`config.mk`:
```
export PLATFORM = sky130hd
export DESIGN_NAME = win_avg_engine
export DESIGN_NICKNAME = d
export VERILOG_FILES = /design/src/rtl/wavg_pkg.sv /design/src/rtl/wavg_len_reg.sv /design/src/rtl/wavg_accum.sv /design/src/rtl/wavg_divider.sv /design/src/rtl/win_avg_engine.sv
export SDC_FILE = /design/constraint.sdc
export NUM_CORES = 1
export LEC_CHECK = 0
export BUFFER_PORTS_ARGS = -buffer_cell sky130_fd_sc_hd__buf_2
export CORE_MARGIN = 10
export CORE_UTILIZATION = 54
export DETAILED_ROUTE_END_ITERATION = 12
export GPL_TIMING_DRIVEN = 1
export PLACE_DENSITY_LB_ADDON = 0.05
export SYNTH_ARGS = -nofsm -noshare
export SYNTH_HDL_FRONTEND = slang
export SYNTH_SLANG_ARGS = --single-unit
export TNS_END_PERCENT = 10
```
`constraint.sdc`:
```
create_clock -name clk -period 6.8 [get_ports clk]
set_clock_uncertainty 0.05 [all_clocks]
set_input_delay 2.04 -clock clk [delete_from_list [all_inputs] [get_ports clk]]
set_output_delay 2.04 -clock clk [all_outputs]
set_load 0.01 [all_outputs]
```
`src/rtl/wavg_pkg.sv`:
```
package wavg_pkg;
  localparam int unsigned DEF_LEN = 4000;
  localparam int unsigned MIN_LEN = 10;
  typedef enum logic {DV_IDLE, DV_RUN} dv_state_e;
endpackage

```
`src/rtl/wavg_len_reg.sv`:
```
module wavg_len_reg #(
  parameter int unsigned LEN_W   = 24,
  parameter int unsigned DEF_LEN = 4000,
  parameter int unsigned MIN_LEN = 10
) (
  input  logic             clk,
  input  logic             rst_n,
  input  logic             wr,
  input  logic [LEN_W-1:0] wdata,
  output logic [LEN_W-1:0] len_pend
);
  function automatic logic [LEN_W-1:0] floor_len(input logic [LEN_W-1:0] v);
    return (v < LEN_W'(MIN_LEN)) ? LEN_W'(MIN_LEN) : v;
  endfunction

  always_ff @(posedge clk or negedge rst_n) begin
    if (!rst_n)  len_pend <= LEN_W'(DEF_LEN);
    else if (wr) len_pend <= floor_len(wdata);
  end

  // stored length never below the floor
  p_len_floor_r2: assert property (@(posedge clk) disable iff (!rst_n)
    len_pend >= LEN_W'(MIN_LEN));
  // length changes only through a write
  p_len_hold_r7: assert property (@(posedge clk) disable iff (!rst_n)
    !wr |=> $stable(len_pend));
endmodule

```
`src/rtl/wavg_accum.sv`:
```
module wavg_accum #(
  parameter int unsigned SMP_W = 16,
  parameter int unsigned LEN_W = 24,
  parameter int unsigned ACC_W = SMP_W + LEN_W
) (
  input  logic                    clk,
  input  logic                    rst_n,
  input  logic                    valid,
  input  logic signed [SMP_W-1:0] data,
  input  logic [LEN_W-1:0]        len_pend,
  output logic                    close_o,
  output logic signed [ACC_W-1:0] sum_o,
  output logic [LEN_W-1:0]        len_o
);
  logic signed [ACC_W-1:0] acc;
  logic [LEN_W-1:0]        cnt, len_act, cnt_inc;
  logic                    win_empty;

  assign win_empty = (cnt == '0);
  assign len_o     = win_empty ? len_pend : len_act;
  assign cnt_inc   = cnt + 1'b1;
  assign sum_o     = acc + {{(ACC_W-SMP_W){data[SMP_W-1]}}, data};
  assign close_o   = valid && (cnt_inc == len_o);

  always_ff @(posedge clk or negedge rst_n) begin
    if (!rst_n) begin
      acc     <= '0;
      cnt     <= '0;
      len_act <= '0;
    end else if (valid) begin
      if (win_empty) len_act <= len_pend;
      if (close_o) begin
        acc <= '0;
        cnt <= '0;
      end else begin
        acc <= sum_o;
        cnt <= cnt_inc;
      end
    end
  end

  logic [ACC_W-1:0] acc_mag, acc_bound;
  assign acc_mag   = acc[ACC_W-1] ? ACC_W'(-acc) : ACC_W'(acc);
  assign acc_bound = ACC_W'(cnt) << (SMP_W - 1);

  // running sum stays within count times full scale
  p_no_overflow_r3: assert property (@(posedge clk) disable iff (!rst_n)
    acc_mag <= acc_bound);
  // count inside an open window stays below its length
  p_cnt_bound_r4: assert property (@(posedge clk) disable iff (!rst_n)
    !win_empty |-> cnt < len_act);
  // idle cycles leave the window untouched
  p_idle_hold_r4: assert property (@(posedge clk) disable iff (!rst_n)
    !valid |=> ($stable(acc) && $stable(cnt)));
endmodule

```
`src/rtl/wavg_divider.sv`:
```
module wavg_divider
  import wavg_pkg::*;
#(
  parameter int unsigned Q_W   = 16,
  parameter int unsigned LEN_W = 24,
  parameter int unsigned ACC_W = Q_W + LEN_W,
  parameter int unsigned RB    = 2
) (
  input  logic                    clk,
  input  logic                    rst_n,
  input  logic                    start,
  input  logic signed [ACC_W-1:0] dividend,
  input  logic [LEN_W-1:0]        divisor,
  output logic                    done_o,
  output logic signed [Q_W-1:0]   quot_o
);
  localparam int unsigned STEPS = Q_W / RB;
  localparam int unsigned ST_W  = $clog2(STEPS + 1);
  localparam int unsigned PK_W  = LEN_W + 2 * Q_W;

  dv_state_e        state;
  logic [ST_W-1:0]  step;
  logic [LEN_W-1:0] rem, dvs;
  logic [Q_W-1:0]   lo, q;
  logic             neg;
  logic [ACC_W-1:0] mag;
  logic [PK_W-1:0]  adv;
  logic [LEN_W-1:0] rem_n;
  logic [Q_W-1:0]   lo_n, q_n;

  // RB restoring steps; quotient fits Q_W bits since |sum| <= N * 2^(Q_W-1)
  function automatic logic [PK_W-1:0] div_steps(input logic [LEN_W-1:0] r,
                                                 input logic [Q_W-1:0] l,
                                                 input logic [Q_W-1:0] qq,
                                                 input logic [LEN_W-1:0] d);
    logic [LEN_W:0] t;
    for (int i = 0; i < RB; i++) begin
      t = {r, l[Q_W-1]};
      l = l << 1;
      if (t >= {1'b0, d}) begin
        t  = t - {1'b0, d};
        qq = {qq[Q_W-2:0], 1'b1};
      end else begin
        qq = {qq[Q_W-2:0], 1'b0};
      end
      r = t[LEN_W-1:0];
    end
    return {r, l, qq};
  endfunction

  assign mag = dividend[ACC_W-1] ? ACC_W'(-dividend) : ACC_W'(dividend);
  assign adv = div_steps(rem, lo, q, dvs);
  assign {rem_n, lo_n, q_n} = adv;

  always_ff @(posedge clk or negedge rst_n) begin
    if (!rst_n) begin
      state  <= DV_IDLE;
      step   <= '0;
      rem    <= '0;
      lo     <= '0;
      q      <= '0;
      dvs    <= '0;
      neg    <= 1'b0;
      done_o <= 1'b0;
      quot_o <= '0;
    end else begin
      done_o <= 1'b0;
      if (start) begin
        state <= DV_RUN;
        step  <= '0;
        rem   <= mag[ACC_W-1:Q_W];
        lo    <= mag[Q_W-1:0];
        q     <= '0;
        dvs   <= divisor;
        neg   <= dividend[ACC_W-1];
      end else if (state == DV_RUN) begin
        rem  <= rem_n;
        lo   <= lo_n;
        q    <= q_n;
        step <= step + 1'b1;
        if (step == ST_W'(STEPS - 1)) begin
          state  <= DV_IDLE;
          done_o <= 1'b1;
          quot_o <= neg ? -$signed(q_n) : $signed(q_n);
        end
      end
    end
  end

  // a new window never closes while a division is in flight
  p_no_overlap_r6: assert property (@(posedge clk) disable iff (!rst_n)
    start |-> state == DV_IDLE);
  // last step is always followed by the result pulse
  p_latency_r5: assert property (@(posedge clk) disable iff (!rst_n)
    (state == DV_RUN && step == ST_W'(STEPS - 1) && !start) |=> done_o);
  // result pulse lasts one cycle
  p_pulse_r5: assert property (@(posedge clk) disable iff (!rst_n)
    done_o |=> !done_o);
endmodule

```
`src/rtl/win_avg_engine.sv`:
```
module win_avg_engine #(
  parameter int unsigned SMP_W      = 16,
  parameter int unsigned LEN_W      = 24,
  parameter int unsigned DEF_LEN    = wavg_pkg::DEF_LEN,
  parameter int unsigned MIN_LEN    = wavg_pkg::MIN_LEN,
  parameter int unsigned RADIX_BITS = 2
) (
  input  logic                    clk,
  input  logic                    rst_n,
  input  logic                    smp_valid,
  input  logic signed [SMP_W-1:0] smp_data,
  input  logic                    len_wr,
  input  logic [LEN_W-1:0]        len_wdata,
  output logic signed [SMP_W-1:0] avg_out,
  output logic                    avg_valid,
  output logic                    win_end
);
  localparam int unsigned ACC_W = SMP_W + LEN_W;

  logic [LEN_W-1:0]        len_pend, len_use;
  logic                    win_close;
  logic signed [ACC_W-1:0] win_sum;

  wavg_len_reg #(.LEN_W(LEN_W), .DEF_LEN(DEF_LEN), .MIN_LEN(MIN_LEN)) u_len (
    .clk(clk), .rst_n(rst_n), .wr(len_wr), .wdata(len_wdata), .len_pend(len_pend));

  wavg_accum #(.SMP_W(SMP_W), .LEN_W(LEN_W), .ACC_W(ACC_W)) u_acc (
    .clk(clk), .rst_n(rst_n), .valid(smp_valid), .data(smp_data),
    .len_pend(len_pend), .close_o(win_close), .sum_o(win_sum), .len_o(len_use));

  wavg_divider #(.Q_W(SMP_W), .LEN_W(LEN_W), .ACC_W(ACC_W), .RB(RADIX_BITS)) u_div (
    .clk(clk), .rst_n(rst_n), .start(win_close), .dividend(win_sum),
    .divisor(len_use), .done_o(avg_valid), .quot_o(avg_out));

  always_ff @(posedge clk or negedge rst_n) begin
    if (!rst_n) win_end <= 1'b0;
    else        win_end <= win_close;
  end

  // boundary flag is a single-cycle pulse
  p_end_pulse_r4: assert property (@(posedge clk) disable iff (!rst_n)
    win_end |=> !win_end);
  // a result never coincides with a fresh window boundary
  p_end_no_result_r5: assert property (@(posedge clk) disable iff (!rst_n)
    win_end |-> !avg_valid);
endmodule

```
## After elaboration in Yosys (flattened, before gate mapping)

Index checks and enable logic that the tools add are counted.

- $add $sub $neg: 7
- Multiply operators: 0
- Divide/modulo/power cells: 0
- $lt $le $gt $ge: 3
- Eq/ne operators: 2
- Shift operators: 0
- Mux-type cells: 24
- Bitwise operators: 1
- Reduce and logical (&&, ||, !) cells: 4

Operators by type and width:

| operator | number |
|---|---|
| two-way mux 24 bit | 7 |
| two-way mux 40 bit | 2 |
| greater-or-equal comparator 25 x 24 -> 1 bit | 2 |
| two-way mux 16 bit | 3 |
| subtractor 24 bit | 2 |
| adder 40 bit | 1 |
| negation 40 bit | 1 |
| two-way mux 14 bit | 2 |
| adder 24 x 1 -> 24 bit (second input constant) | 1 |
| == test 24 bit | 1 |
| zero test 24 bit | 1 |
| less-than comparator 24 x 4 -> 1 bit (second input constant) | 1 |
| negation 16 bit | 1 |
| two-way mux 1 bit | 8 |
| two-way mux 4 bit | 2 |
| adder 4 x 1 -> 4 bit (second input constant) | 1 |
| == test 4 x 3 -> 1 bit (second input constant) | 1 |
| AND reduction 3 bit | 1 |
| nonzero test 2 bit | 1 |
| logical AND 1 bit | 1 |
| inverter 1 bit | 1 |

- Register bits: 214
- Bits in latches: 0
- RAM bits: 0
- ROM bits: 0
- Input port bits: 44
- Memories: 0

## Depth between registers and ports, before layout

Gate-level depths: netlist of run 1.

- Word-level depth: 6
- Mapped depth: 27

## Hierarchy

From an unflattened synthesis of run 1, not the netlist that was laid out.

- Cell total of the unflattened synthesis: 1852
- Area total of the unflattened synthesis: 15929.0 µm²

By module, submodules not included:

| module | instances | cells an instance | area an instance (µm²) |
|---|---|---|---|
| wavg_divider | 1 | 991 | 8105.3 |
| wavg_accum | 1 | 794 | 6762.7 |
| wavg_len_reg | 1 | 66 | 1036.0 |
| win_avg_engine | 1 | 1 | 25.0 |

## Worst setup path before layout of run 1

Ideal clock, no wire load.

- Path type: register -> register
- Start: register u_div.dvs[2]
- End: register u_div.quot_o[12]
- Setup time: 123 ps
- Data arrival time: 5730 ps
- Path slack: 896 ps
- Stages on the path, launching flop included: 27
- Path buffers: 1
- Period minus slack after synthesis: 5904 ps
- Cells stage by stage: dfrtp_1 -> inv_1 -> ha_1 -> o21ai_0 -> a21oi_1 -> o311ai_0 -> a311oi_1 -> o211ai_1 -> nand2_2 -> inv_2 -> buf_1 -> o21ai_0 -> ha_1 -> a21o_1 -> a21oi_1 -> a21oi_1 -> o211ai_1 -> a31oi_1 -> o41ai_1 -> o211ai_1 -> inv_1 -> ha_1 -> nand2_1 -> or4_1 -> o31ai_1 -> xor2_1 -> o21ai_1

- Longest elaborated chain between the ends: 6
- Elaborated cells between the ends (all ways): 8

Ends and longest elaborated chain:

| item | RTL line | text |
|---|---|---|
| start: declaration | wavg_divider.sv:23 | `logic [LEN_W-1:0] rem, dvs;` |
| start signal: assignment | wavg_divider.sv:74 | `dvs <= divisor;` |
| subtractor 24 bit or greater-or-equal comparator 25 x 24 -> 1 bit (tied branches) | wavg_divider.sv:41, wavg_divider.sv:40 |  |
| two-way mux 24 bit | wavg_divider.sv:40 | `if (t >= {1'b0, d}) begin` |
| greater-or-equal comparator 25 x 24 -> 1 bit | wavg_divider.sv:40 |  |
| two-way mux 1 bit | wavg_divider.sv:40 |  |
| negation 16 bit * | wavg_divider.sv:84 | `quot_o <= neg ? -$signed(q_n) : $signed(q_n);` |
| two-way mux 16 bit * | wavg_divider.sv:84 |  |
| end signal: assignment | wavg_divider.sv:84 |  |
| end: declaration | wavg_divider.sv:15 | `output logic signed [Q_W-1:0] quot_o` |

Mark *: on every way between the ends. The rest lies on a longest branch, timed or not.
A chain may end at the register's enable or synchronous reset.

## Worst setup path in the final report of run 1

- Start: register u_div.lo[15]
- End: register u_div.rem[2]

- Longest elaborated chain between the ends: 6
- Elaborated cells between the ends (all ways): 8

Ends and longest elaborated chain:

| item | RTL line | text |
|---|---|---|
| start: declaration | wavg_divider.sv:24 | `logic [Q_W-1:0] lo, q;` |
| start signal: assignment | wavg_divider.sv:72 | `lo <= mag[Q_W-1:0];` |
| start signal: assignment | wavg_divider.sv:78 | `lo <= lo_n;` |
| subtractor 24 bit or greater-or-equal comparator 25 x 24 -> 1 bit (tied branches) | wavg_divider.sv:41, wavg_divider.sv:40 |  |
| two-way mux 24 bit * | wavg_divider.sv:40 |  |
| subtractor 24 bit or greater-or-equal comparator 25 x 24 -> 1 bit (tied branches) | wavg_divider.sv:41, wavg_divider.sv:40 |  |
| two-way mux 24 bit * | wavg_divider.sv:40 |  |
| two-way mux 24 bit * | wavg_divider.sv:76 | `end else if (state == DV_RUN) begin` |
| two-way mux 24 bit * | wavg_divider.sv:68 | `if (start) begin` |
| end signal: assignment | wavg_divider.sv:71 | `rem <= mag[ACC_W-1:Q_W];` |
| end signal: assignment | wavg_divider.sv:77 | `rem <= rem_n;` |
| end: declaration | wavg_divider.sv:23 |  |

Mark *: on every way between the ends. The rest lies on a longest branch, timed or not. The select of a mux whose other input is x is not followed.

==> results of run 1 <==
path summary, 6_finish.rpt:
path                                                   to  slack (ns)  cells past startpoint
min reg2reg                   u_div.quot_o[4]$_DFFE_PN0P_        0.43                      2
min in group asynchronous  u_len.len_pend[21]$_DFFE_PN0P_        1.43                      1
max reg2reg                      u_div.rem[2]$_DFFE_PN0P_        0.47                     27
min                           u_div.quot_o[4]$_DFFE_PN0P_        0.43                      2
max in group asynchronous         u_div.lo[4]$_DFFE_PN0P_        4.13                      2
max                              u_div.rem[2]$_DFFE_PN0P_        0.47                     27
flip-flops by register name, indices dropped and copies added, names as in the netlist:
register        cells
u_acc.acc          40
u_acc.cnt          24
u_acc.len_act      24
u_div.dvs          24
u_div.rem          24
u_len.len_pend     24
u_div.lo           16
u_div.quot_o       16
u_div.q            14
u_div.step          4
u_div.done_o        1
u_div.neg           1
u_div.state         1
win_end             1
kinds of logic (layout without fill, tap and decap cells):
logic type	count (synthesis)	in the layout	share of synthesized area (%)
AOI/OAI and AO/OA	544	544	21.6
xor gates and xnor gates	159	159	8.56
adders and majority gates	95	95	7.41
buffers and inverters	181	226	4.50
DFF	214	214	32.8
and+or+nand+nor	561	561	17.7
muxes	116	116	7.50
through the flow:
step                cell area, um^2  hold slack, ns  total power, uW  setup slack (ns)  util, %
floorplan                     16400           0.408             4730             0.896        -
global placement              17000           0.407             5830             0.261     57.2
detailed placement            17000           0.417             5860             0.328     57.2
CTS                           17900           0.430             7340             0.284     60.1
global route                  18000           0.450             7910            0.0892     60.3
finish                        18000           0.426             7390             0.470     60.3
cell type report:
class	instances	area share [%]
Tap cell	390	2.72
Inverter	89	1.86
Timing Repair Buffer	91	3.29
Clock inverter	11	0.899
Clock buffer	35	3.97
Multi-Input combinational cell	1475	57.4
Sequential cell	214	29.9
routing by layer:
layer,vias up,GRT usage (%)
met4,0,4.88
met5,-,0
met1,6890,33.6
li1,6890,-
met2,385,37.2
met3,55,3.11
critical path: stages (launching register included):
cell and delay (ns):
dfrtp_1 0.40, inv_1 0.11, ha_1 0.18, inv_1 0.06, fa_1 0.41, a21o_1 0.21, a221oi_1 0.36, a211oi_1 0.21
o21ai_1 0.24, buf_4 0.17, a221oi_2 0.08, o211ai_1 0.38, nand3_1 0.13, a31o_2 0.28, ha_1 0.40, nand2_1 0.09
nor3_1 0.43, a41o_1 0.31, nor2_1 0.06, nor2_1 0.13, o41ai_2 0.09, buf_4 0.15, o211ai_1 0.11, buf_4 0.42
nor2_1 0.10, a211oi_1 0.32, a211o_1 0.14, a21boi_0 0.19
layout by cell type, fill, tap and decap left out, types with 15 or more instances in the layout:
cell and instances:
mux2i_1 64, nor4_1 21, nor2b_1 19, buf_4 26, a31oi_1 16, dfrtp_1 207
clkbuf_16 25, and3_1 16, mux2_2 52, nand2b_1 21, nand3_1 73, xor2_1 59
o21a_1 18, o21ai_0 118, a21oi_1 148, inv_1 86, xnor2_1 99, nor3_1 53
a21o_1 54, nand2_1 104, a211oi_1 40, buf_2 60, o31ai_1 25, nor2_1 152
and2_1 15, nand4_1 26, ha_1 92
power groups by stage:
stage	Sequential, uW	Combinational [uW]	Clock [uW]
3_3_place_gp	1630	4190	0
4_1_cts	1620	4250	1480
5_1_grt	1640	4740	1530
3_5_place_dp	1640	4220	0
2_1_floorplan	1570	3160	0
6_report	1620	4320	1450
timing repair:
item / in CTS / in global routing
setup endpoints to repair: 0 / 5
setup buffers: 0 / 2
resized for setup: 0 / 9
==> results.json, run 1 <==
{
  "leakage_uw": 0.00777,
  "max-cap-violations": 0,
  "slew_viol_final": 0,
  "drive_gt1_share_pct": 12.4,
  "fmax_ghz": 0.158,
  "cp-end-kind": "register",
  "synthTopCellsByArea": "dfrtp_1 32%, ha_1 7.0%, xnor2_1 5.3%, a21oi_1 4.5%, mux2i_1 3.9%",
  "area_growth_pct": 9.86,
  "slew_headroom_pct": 27.4,
  "drtIter0Drc": 1097,
  "worst_slew_pin_slew_ns": 1.08,
  "intPower_uw": 4020,
  "finalNonFillerCells": 2305,
  "synth_nets": 2009,
  "post-place-cells": 2257,
  "multiInputGateArea_um2": 10300,
  "cp-startpoint": "u_div.lo[15]$_DFFE_PN0P_",
  "period_needed_ns": 6.33,
  "dr.pass1.iters": 6,
  "gp_congestion": 0.949,
  "clkPwrFrac_pct": 19.6,
  "route.vias.total": 14220,
  "critPathMaxFanout": 29,
  "die_h_um": 194,
  "p_seq_share_pct": 22.0,
  "antennaDiodeCount": 0,
  "clock_path_buffers": 3,
  "grt_setup_unrepaired": "false",
  "insertion_delay_ns": 0.55,
  "switching_share_pct": 45.6,
  "netlist_area_um2": 16400,
  "met3_length_um": 2870,
  "r2r-start": "u_div.lo[15]$_DFFE_PN0P_",
  "ys_types": 93,
  "grt_usage_pct": 23.5,
  "root_buffer": "clkbuf_16",
  "fill_cells": 2720,
  "start_util_pct": 54.9,
  "numCtsBuffers": 25,
  "num_io_pins": 62,
  "fin_tns_setup_ns": 0,
  "p_switching_uw": 3370,
  "wl_per_cell_um": 20.0,
  "start_kind": "register",
  "hpwl_um": 34400,
  "yosysMostFrequentCell": "dfrtp_1",
  "place.port_buffers": 61,
  "synth_flop_cell": "dfrtp_1",
  "first_global_vias": 13749,
  "top_layer_used": "met4",
  "period_share_pct": 93.1,
  "syn-instance-count": 1870,
  "report.final.hold_viol_count": 0,
  "antenna_found_initial": 0,
  "finalNetCount": 2035,
  "synth_async_sr_flop_share_pct": 100,
  "via_per_inst": 6.17,
  "clk_pin_slew_ns": 0.06,
  "drtAntennaViolNets": 0,
  "powerDensity_nw_per_um2": 411,
  "grt-ovfl-total": 0,
  "yosysTopAreaCellShare_pct": 31.8,
  "synth-edff-count": 0,
  "cts_tree": "done",
  "comb_power_share_pct": 58.4,
  "ys_warn_count": 0,
  "critical_path_class": "register to register",
  "grt_pass1_wl_um": 74300,
  "wl_met1_um": 21900,
  "met2_length_um": 20500,
  "synth_seq_area_share_pct": 32.8,
  "core_area_um2": 29800,
  "min_from": "u_div.quot_o[4]$_DFFE_PN0P_",
  "ys_ff_latch": 214,
  "synth.avg_cell_area_um2": 8.74,
  "netlist_top_cells_count": "208 x dfrtp_1, 152 x nor2_1, 148 x a21oi_1",
  "cts_sinks": 214,
  "grt_max_degree": 123,
  "routed_wl_um": 46000,
  "die_width_um": 194,
  "cp.required_ns": 7.19,
  "fp-row-count": 63,
  "synth_top_area_cell": "dfrtp_1",
  "setup_violations": 0,
  "die-area_um2": 37600,
  "cts_hold_buf": 0,
  "hold_path.class": "register to register",
  "status": "finished, final reports clean",
  "peakVddDrop_mv": 0.269,
  "h-tree-depth": 1,
  "worstPathArrival_ns": 6.72,
  "drc": 0,
  "seqCellArea_um2": 5360
}
No activity file was read; power rests on OpenSTA's default activity.
==> run 2: changes to the inputs <==
clock period = 6.5 ns   (was 6.8 ns; I/O delays follow)
==> run 2 against run 1 <==
Setup slack worse by 0.10 ns. Die area stayed put. Via count fell by 0.20%. Routed wire length decreased by 1.0%. Fmax increased by 3.2%. Register-to-register slack worse by 0.10 ns. Global-route usage fell by 0.21 points. Critical path depth down 1.
==> results.json, run 2 (synthesized netlist as in run 1, its figures left out) <==
{
  "cp.required_ns": 6.87,
  "final_common_cell": "dfrtp_1",
  "drtAntennaViolNets": 0,
  "crit_family": "compound AO/OA/AOI/OAI gates",
  "worst_slew_pin_slew_ns": 1.06,
  "h-tree-depth": 1,
  "hpwl_um": 33400,
  "core_area_um2": 29800,
  "slew_viol_final": 0,
  "fin_area_um2": 18100,
  "die_width_um": 194,
  "top_register": "u_acc.acc",
  "period_needed_ns": 6.13,
  "cp_num_buf_inv": 3,
  "start_util_pct": 54.9,
  "setup_violations": 0,
  "start_kind": "register",
  "finalNonFillerCells": 2318,
  "clock_path_buffers": 3,
  "insertion_delay_ns": 0.55,
  "via_per_inst": 6.12,
  "powerDensity_nw_per_um2": 431,
  "grt_setup_unrepaired": "false",
  "hold_path.class": "register to register",
  "gp_congestion": 0.937,
  "grt-ovfl-total": 0,
  "die-area_um2": 37600,
  "grt_max_degree": 128,
  "finalNetCount": 2046,
  "critical_path_class": "register to register",
  "peakVddDrop_mv": 0.281,
  "area_growth_pct": 10.7,
  "dr.pass1.iters": 6,
  "max-cap-violations": 0,
  "fin_tns_setup_ns": 0,
  "fin_hold_ws_ns": 0.422,
  "wl_per_cell_um": 19.7,
  "numCtsBuffers": 27,
  "r2r-start": "u_div.rem[7]$_DFFE_PN0P_",
  "leakage_uw": 0.00784,
  "cp-end-kind": "register",
  "critPathMaxFanout": 25,
  "route.vias.total": 14192,
  "drc": 0,
  "root_buffer": "clkbuf_16",
  "fmax_ghz": 0.163,
  "path_common_cell": "o211ai_1",
  "clk_pin_slew_ns": 0.06,
  "max_stage_delay_ns": 0.53,
  "antenna_found_initial": 0,
  "largest_reg_flops": 40,
  "final_cell_mix": "207 x dfrtp_1, 152 x nor2_1, 146 x a21oi_1, 116 x o21ai_0, 104 x nand2_1",
  "post-place-cells": 2266,
  "drive_gt1_share_pct": 13.4,
  "routed_wl_um": 45600,
  "antennaDiodeCount": 0,
  "worstPathArrival_ns": 6.50,
  "fp-row-count": 63,
  "place.port_buffers": 61,
  "grt_usage_pct": 23.3,
  "min_from": "u_div.quot_o[15]$_DFFE_PN0P_",
  "critPathSlowestCell": "or4_4",
  "period_share_pct": 94.3,
  "first_global_vias": 13808,
  "slew_headroom_pct": 29.0,
  "place_area_um2": 17100,
  "die_h_um": 194,
  "drtIter0Drc": 1132,
  "status": "finished, final reports clean",
  "cts_sinks": 214,
  "cts_hold_buf": 0,
  "report.final.hold_viol_count": 0,
  "cp-startpoint": "u_div.rem[7]$_DFFE_PN0P_",
  "num_io_pins": 62,
  "cts_tree": "done",
  "grt_pass1_wl_um": 74300
}
-- run 2: cell count changes in the layout (fill, tap and decap cells not counted), sizes merged --
cell / delta
bufinv: -1
clkinvlp: -1
clkinv: +3
buf: +9
clkbuf: +3
-- run 2: routing by layer --
metal | global-route usage [%] | vias to the layer above | routed length, um
met3 | 3.51 | 58 | 2390
met1 | 32.6 | 6856 | 21500
met5 | 0 | - | 0
met4 | 5.45 | 0 | 924
li1 | - | 6935 | -
met2 | 37.2 | 343 | 20700
-- run 2: final timing paths --
check	cells past startpoint	end	slack, ns
worst min-delay path	2	u_div.quot_o[15]$_DFFE_PN0P_	0.42
worst max register to register	26	u_div.quot_o[12]$_DFFE_PN0P_	0.37
worst max-delay path	26	u_div.quot_o[12]$_DFFE_PN0P_	0.37
worst min register to register	2	u_div.quot_o[15]$_DFFE_PN0P_	0.42
max in group asynchronous	2	u_acc.acc[8]$_DFFE_PN0P_	3.92
min in group asynchronous	1	u_len.len_pend[13]$_DFFE_PN0P_	1.42
-- run 2: per-stage QoR --
stage	power, uW	utilization (%)	setup WS, ns
after floorplan	4940	-	0.596
after global placement	6090	57.3	0.120
after detailed placement	6140	57.3	-0.0363
after CTS	7760	60.5	0.0996
after global routing	8360	60.7	0.00767
final	7790	60.7	0.369
-- run 2: worst min-delay path, delay by kind of cell (launching register included) --
family	cells	cell delay (ns)
simple gates	1	0.05
compound gates	1	0.06
flops	1	0.33
-- run 2: timing repair --
item	in CTS	in global routing
gates resized for setup	1	18
hold endpoints to repair	0	0
setup endpoints to repair	2	15
setup buffers	0	2
pin swaps	0	3
-- run 2: power by group --
part | total (uW) | switching (uW) | leakage [uW] | internal, uW
Combinational | 4520 | 2740 | 0.00476 | 1780
Clock | 1570 | 605 | 0.000467 | 962
Sequential | 1700 | 176 | 0.00261 | 1520
Total | 7790 | 3520 | 0.00784 | 4270
-- run 2: final cells by class --
cell class	count	area (um^2)
flip-flops and latches	214	5360
fillers	2654	11700
repair buffers	100	633
multi-input cells	1475	10300
clock buffers	38	787
inverters	89	334
clock inverters	12	150
well taps	390	488
==> run 3: changes to the inputs <==
ABC_AREA = 1   (was default)
==> run 3 against run 2 <==
Non-clock buffer count fell by 22. Sequential power grew 14%. Global-route usage rose by 4.8 points. Flip-flop and latch count is the same. Critical path type unchanged. Fmax increased by 4.8%. Power rose by 33%. Routed wire length grew 30%. Count of clock-buffer cells in the layout decreased by 6.
==> results.json, run 3 <==
{
  "drive_gt1_share_pct": 6.32,
  "route.vias.total": 18765,
  "grt_pass1_wl_um": 94500,
  "root_buffer": "clkbuf_16",
  "ys_types": 54,
  "critPathSlowestCell": "ha_1",
  "fmax_ghz": 0.171,
  "netlist_top_cells_count": "993 x nand2_1, 376 x inv_1, 244 x nor2_1",
  "synth_seq_area_share_pct": 29.5,
  "grt_setup_unrepaired": "false",
  "dr.pass1.iters": 5,
  "num_io_pins": 62,
  "cts_sinks": 214,
  "period_needed_ns": 5.85,
  "die_width_um": 203,
  "start_util_pct": 54.4,
  "setup_violations": 0,
  "synth-edff-count": 0,
  "leakage_uw": 0.0104,
  "crit_family": "simple AND/OR/NAND/NOR gates",
  "worst_slew_pin_slew_ns": 0.987,
  "top_register": "u_acc.acc",
  "drc": 0,
  "start_kind": "register",
  "max_stage_delay_ns": 0.42,
  "final_util_pct": 58.9,
  "drtIter0Drc": 1647,
  "synth_flop_cell": "dfrtp_1",
  "report.final.hold_viol_count": 0,
  "yosys.area_share.adder_pct": 6.67,
  "largest_reg_flops": 40,
  "status": "finished, final reports clean",
  "final_cell_mix": "993 x nand2_1, 375 x inv_1, 244 x nor2_1, 231 x nand3_1, 208 x dfrtp_1",
  "power.total_uw": 10400,
  "final_common_cell": "nand2_1",
  "fin_area_um2": 19600,
  "drtAntennaViolNets": 0,
  "hpwl_um": 45900,
  "grt_usage_pct": 28.1,
  "critical_path_class": "register to register",
  "cp-end-kind": "register",
  "slew_viol_final": 0,
  "wl_per_cell_um": 17.6,
  "clock_path_buffers": 3,
  "first_global_vias": 17798,
  "synth_compound_area_share_pct": 11.8,
  "max-cap-violations": 0,
  "synth.mux.area_fraction_pct": 0.475,
  "synth-xor-area-share_pct": 4.00,
  "fp-row-count": 67,
  "synth_async_sr_flop_share_pct": 100,
  "area_growth_pct": 8.19,
  "grt-ovfl-total": 0,
  "antenna_found_initial": 1,
  "fin_hold_ws_ns": 0.422,
  "numCtsBuffers": 26,
  "via_per_inst": 5.58,
  "place_area_um2": 18800,
  "synthSimpleGateAreaFrac_pct": 37.3,
  "fin_tns_setup_ns": 0,
  "ys_ff_latch": 214,
  "routed_wl_um": 59000,
  "slew_headroom_pct": 34.2,
  "critPathMaxFanout": 39,
  "finalNetCount": 3035,
  "netlist_area_um2": 18200,
  "cts_tree": "done",
  "cp.required_ns": 6.86,
  "insertion_delay_ns": 0.55,
  "peakVddDrop_mv": 0.329,
  "fill_cells": 3381,
  "synth_nets": 2998,
  "core_area_um2": 33400,
  "h-tree-depth": 1,
  "syn-instance-count": 2859,
  "grt_max_degree": 122,
  "synthTopCellsByArea": "dfrtp_1 29%, nand2_1 21%, inv_1 7.8%, nand3_1 6.4%, ha_1 6.3%",
  "place.port_buffers": 61,
  "die_h_um": 203,
  "period_share_pct": 90.0,
  "synth_top_family_by_area": "simple AND/OR/NAND/NOR gates",
  "die-area_um2": 41400,
  "powerDensity_nw_per_um2": 528,
  "yosysMostFrequentCell": "nand2_1",
  "antennaDiodeCount": 0,
  "cp_num_buf_inv": 8,
  "hold_path.class": "register to register",
  "synth_top_area_cell": "dfrtp_1",
  "gp_congestion": 0.977,
  "ys_warn_count": 0,
  "yosysTopAreaCellShare_pct": 28.7,
  "clk_pin_slew_ns": 0.06,
  "worstPathArrival_ns": 6.21,
  "synth.avg_cell_area_um2": 6.35
}
## run 3: changes by cell type after synthesis, moves of 79 or more
cell and delta:
nand3_1 +158, inv_1 +290, xnor2_1 -79, nand2_1 +889
nor2_1 +92
## run 3: logic make-up after synthesis
logic type | count (synthesis)
AO/OA/AOI/OAI | 387
XOR/XNOR | 82
adder cells (fa/ha/maj) | 95
buffers and inverters | 455
flip-flops | 214
multiplexers | 8
AND/OR/NAND/NOR | 1618
## run 3: layer usage
metal | track usage [%] | vias up | share of wire [%]
li1 | - | 9311 | -
met5 | 0 | - | 0.022
met1 | 39.0 | 8633 | 45
met3 | 3.81 | 110 | 7.0
met2 | 44.4 | 709 | 45
met4 | 9.11 | 2 | 3.3
## run 3: what timing repair did
| action | 4_1_cts | 5_1_grt |
|---|---|---|
| gates resized for setup | 0 | 3 |
| setup buffers | 0 | 2 |
| endpoints found under the hold margin | 0 | 0 |
| hold buffers | 0 | 0 |
| setup endpoints to repair | 0 | 3 |
## run 3: through the flow
stage / std cells / setup WS, ns
final: 3361 / 0.650
after floorplan: 2859 / 1.02
after CTS: 3359 / 0.471
after global placement: 3314 / 0.598
after global routing: 3361 / 0.100
after detailed placement: 3314 / 0.529
## run 3: tightest hold or removal path, stage by stage (launching register included)
cell     delay (ns)
dfrtp_1        0.33
nand2_1        0.05
nand2_1        0.05
## run 3: cell type report
type	instances	area [um^2]	area share, %
sequential	214	5360	27.3
timing repair buffer	78	468	2.38
tap	448	561	2.85
clock buffer	32	703	3.58
clock inverter	13	148	0.751
inverter	386	1450	7.39
multi-input combinational	2190	11000	55.8
## run 3: worst paths after layout
kind,from,end,slack (ns),depth (start not counted)
max,u_div.dvs[1]$_DFFE_PN0P_,u_div.quot_o[12]$_DFFE_PN0P_,0.65,35
min,u_div.quot_o[11]$_DFFE_PN0P_,u_div.quot_o[11]$_DFFE_PN0P_,0.42,2
max reg2reg,u_div.dvs[1]$_DFFE_PN0P_,u_div.quot_o[12]$_DFFE_PN0P_,0.65,35
min reg2reg,u_div.quot_o[11]$_DFFE_PN0P_,u_div.quot_o[11]$_DFFE_PN0P_,0.42,2
max in group asynchronous,rst_n,u_len.len_pend[22]$_DFFE_PN0P_,3.80,2
min in group asynchronous,rst_n,u_acc.acc[24]$_DFFE_PN0P_,1.49,1
## run 3: power breakdown
group / total, uW / switching [uW] / leakage [uW] / internal (uW)
Combinational: 6970 / 4680 / 0.00737 / 2300
Sequential: 1940 / 266 / 0.00260 / 1680
Clock: 1460 / 612 / 0.000406 / 850
Total: 10400 / 5560 / 0.0104 / 4820
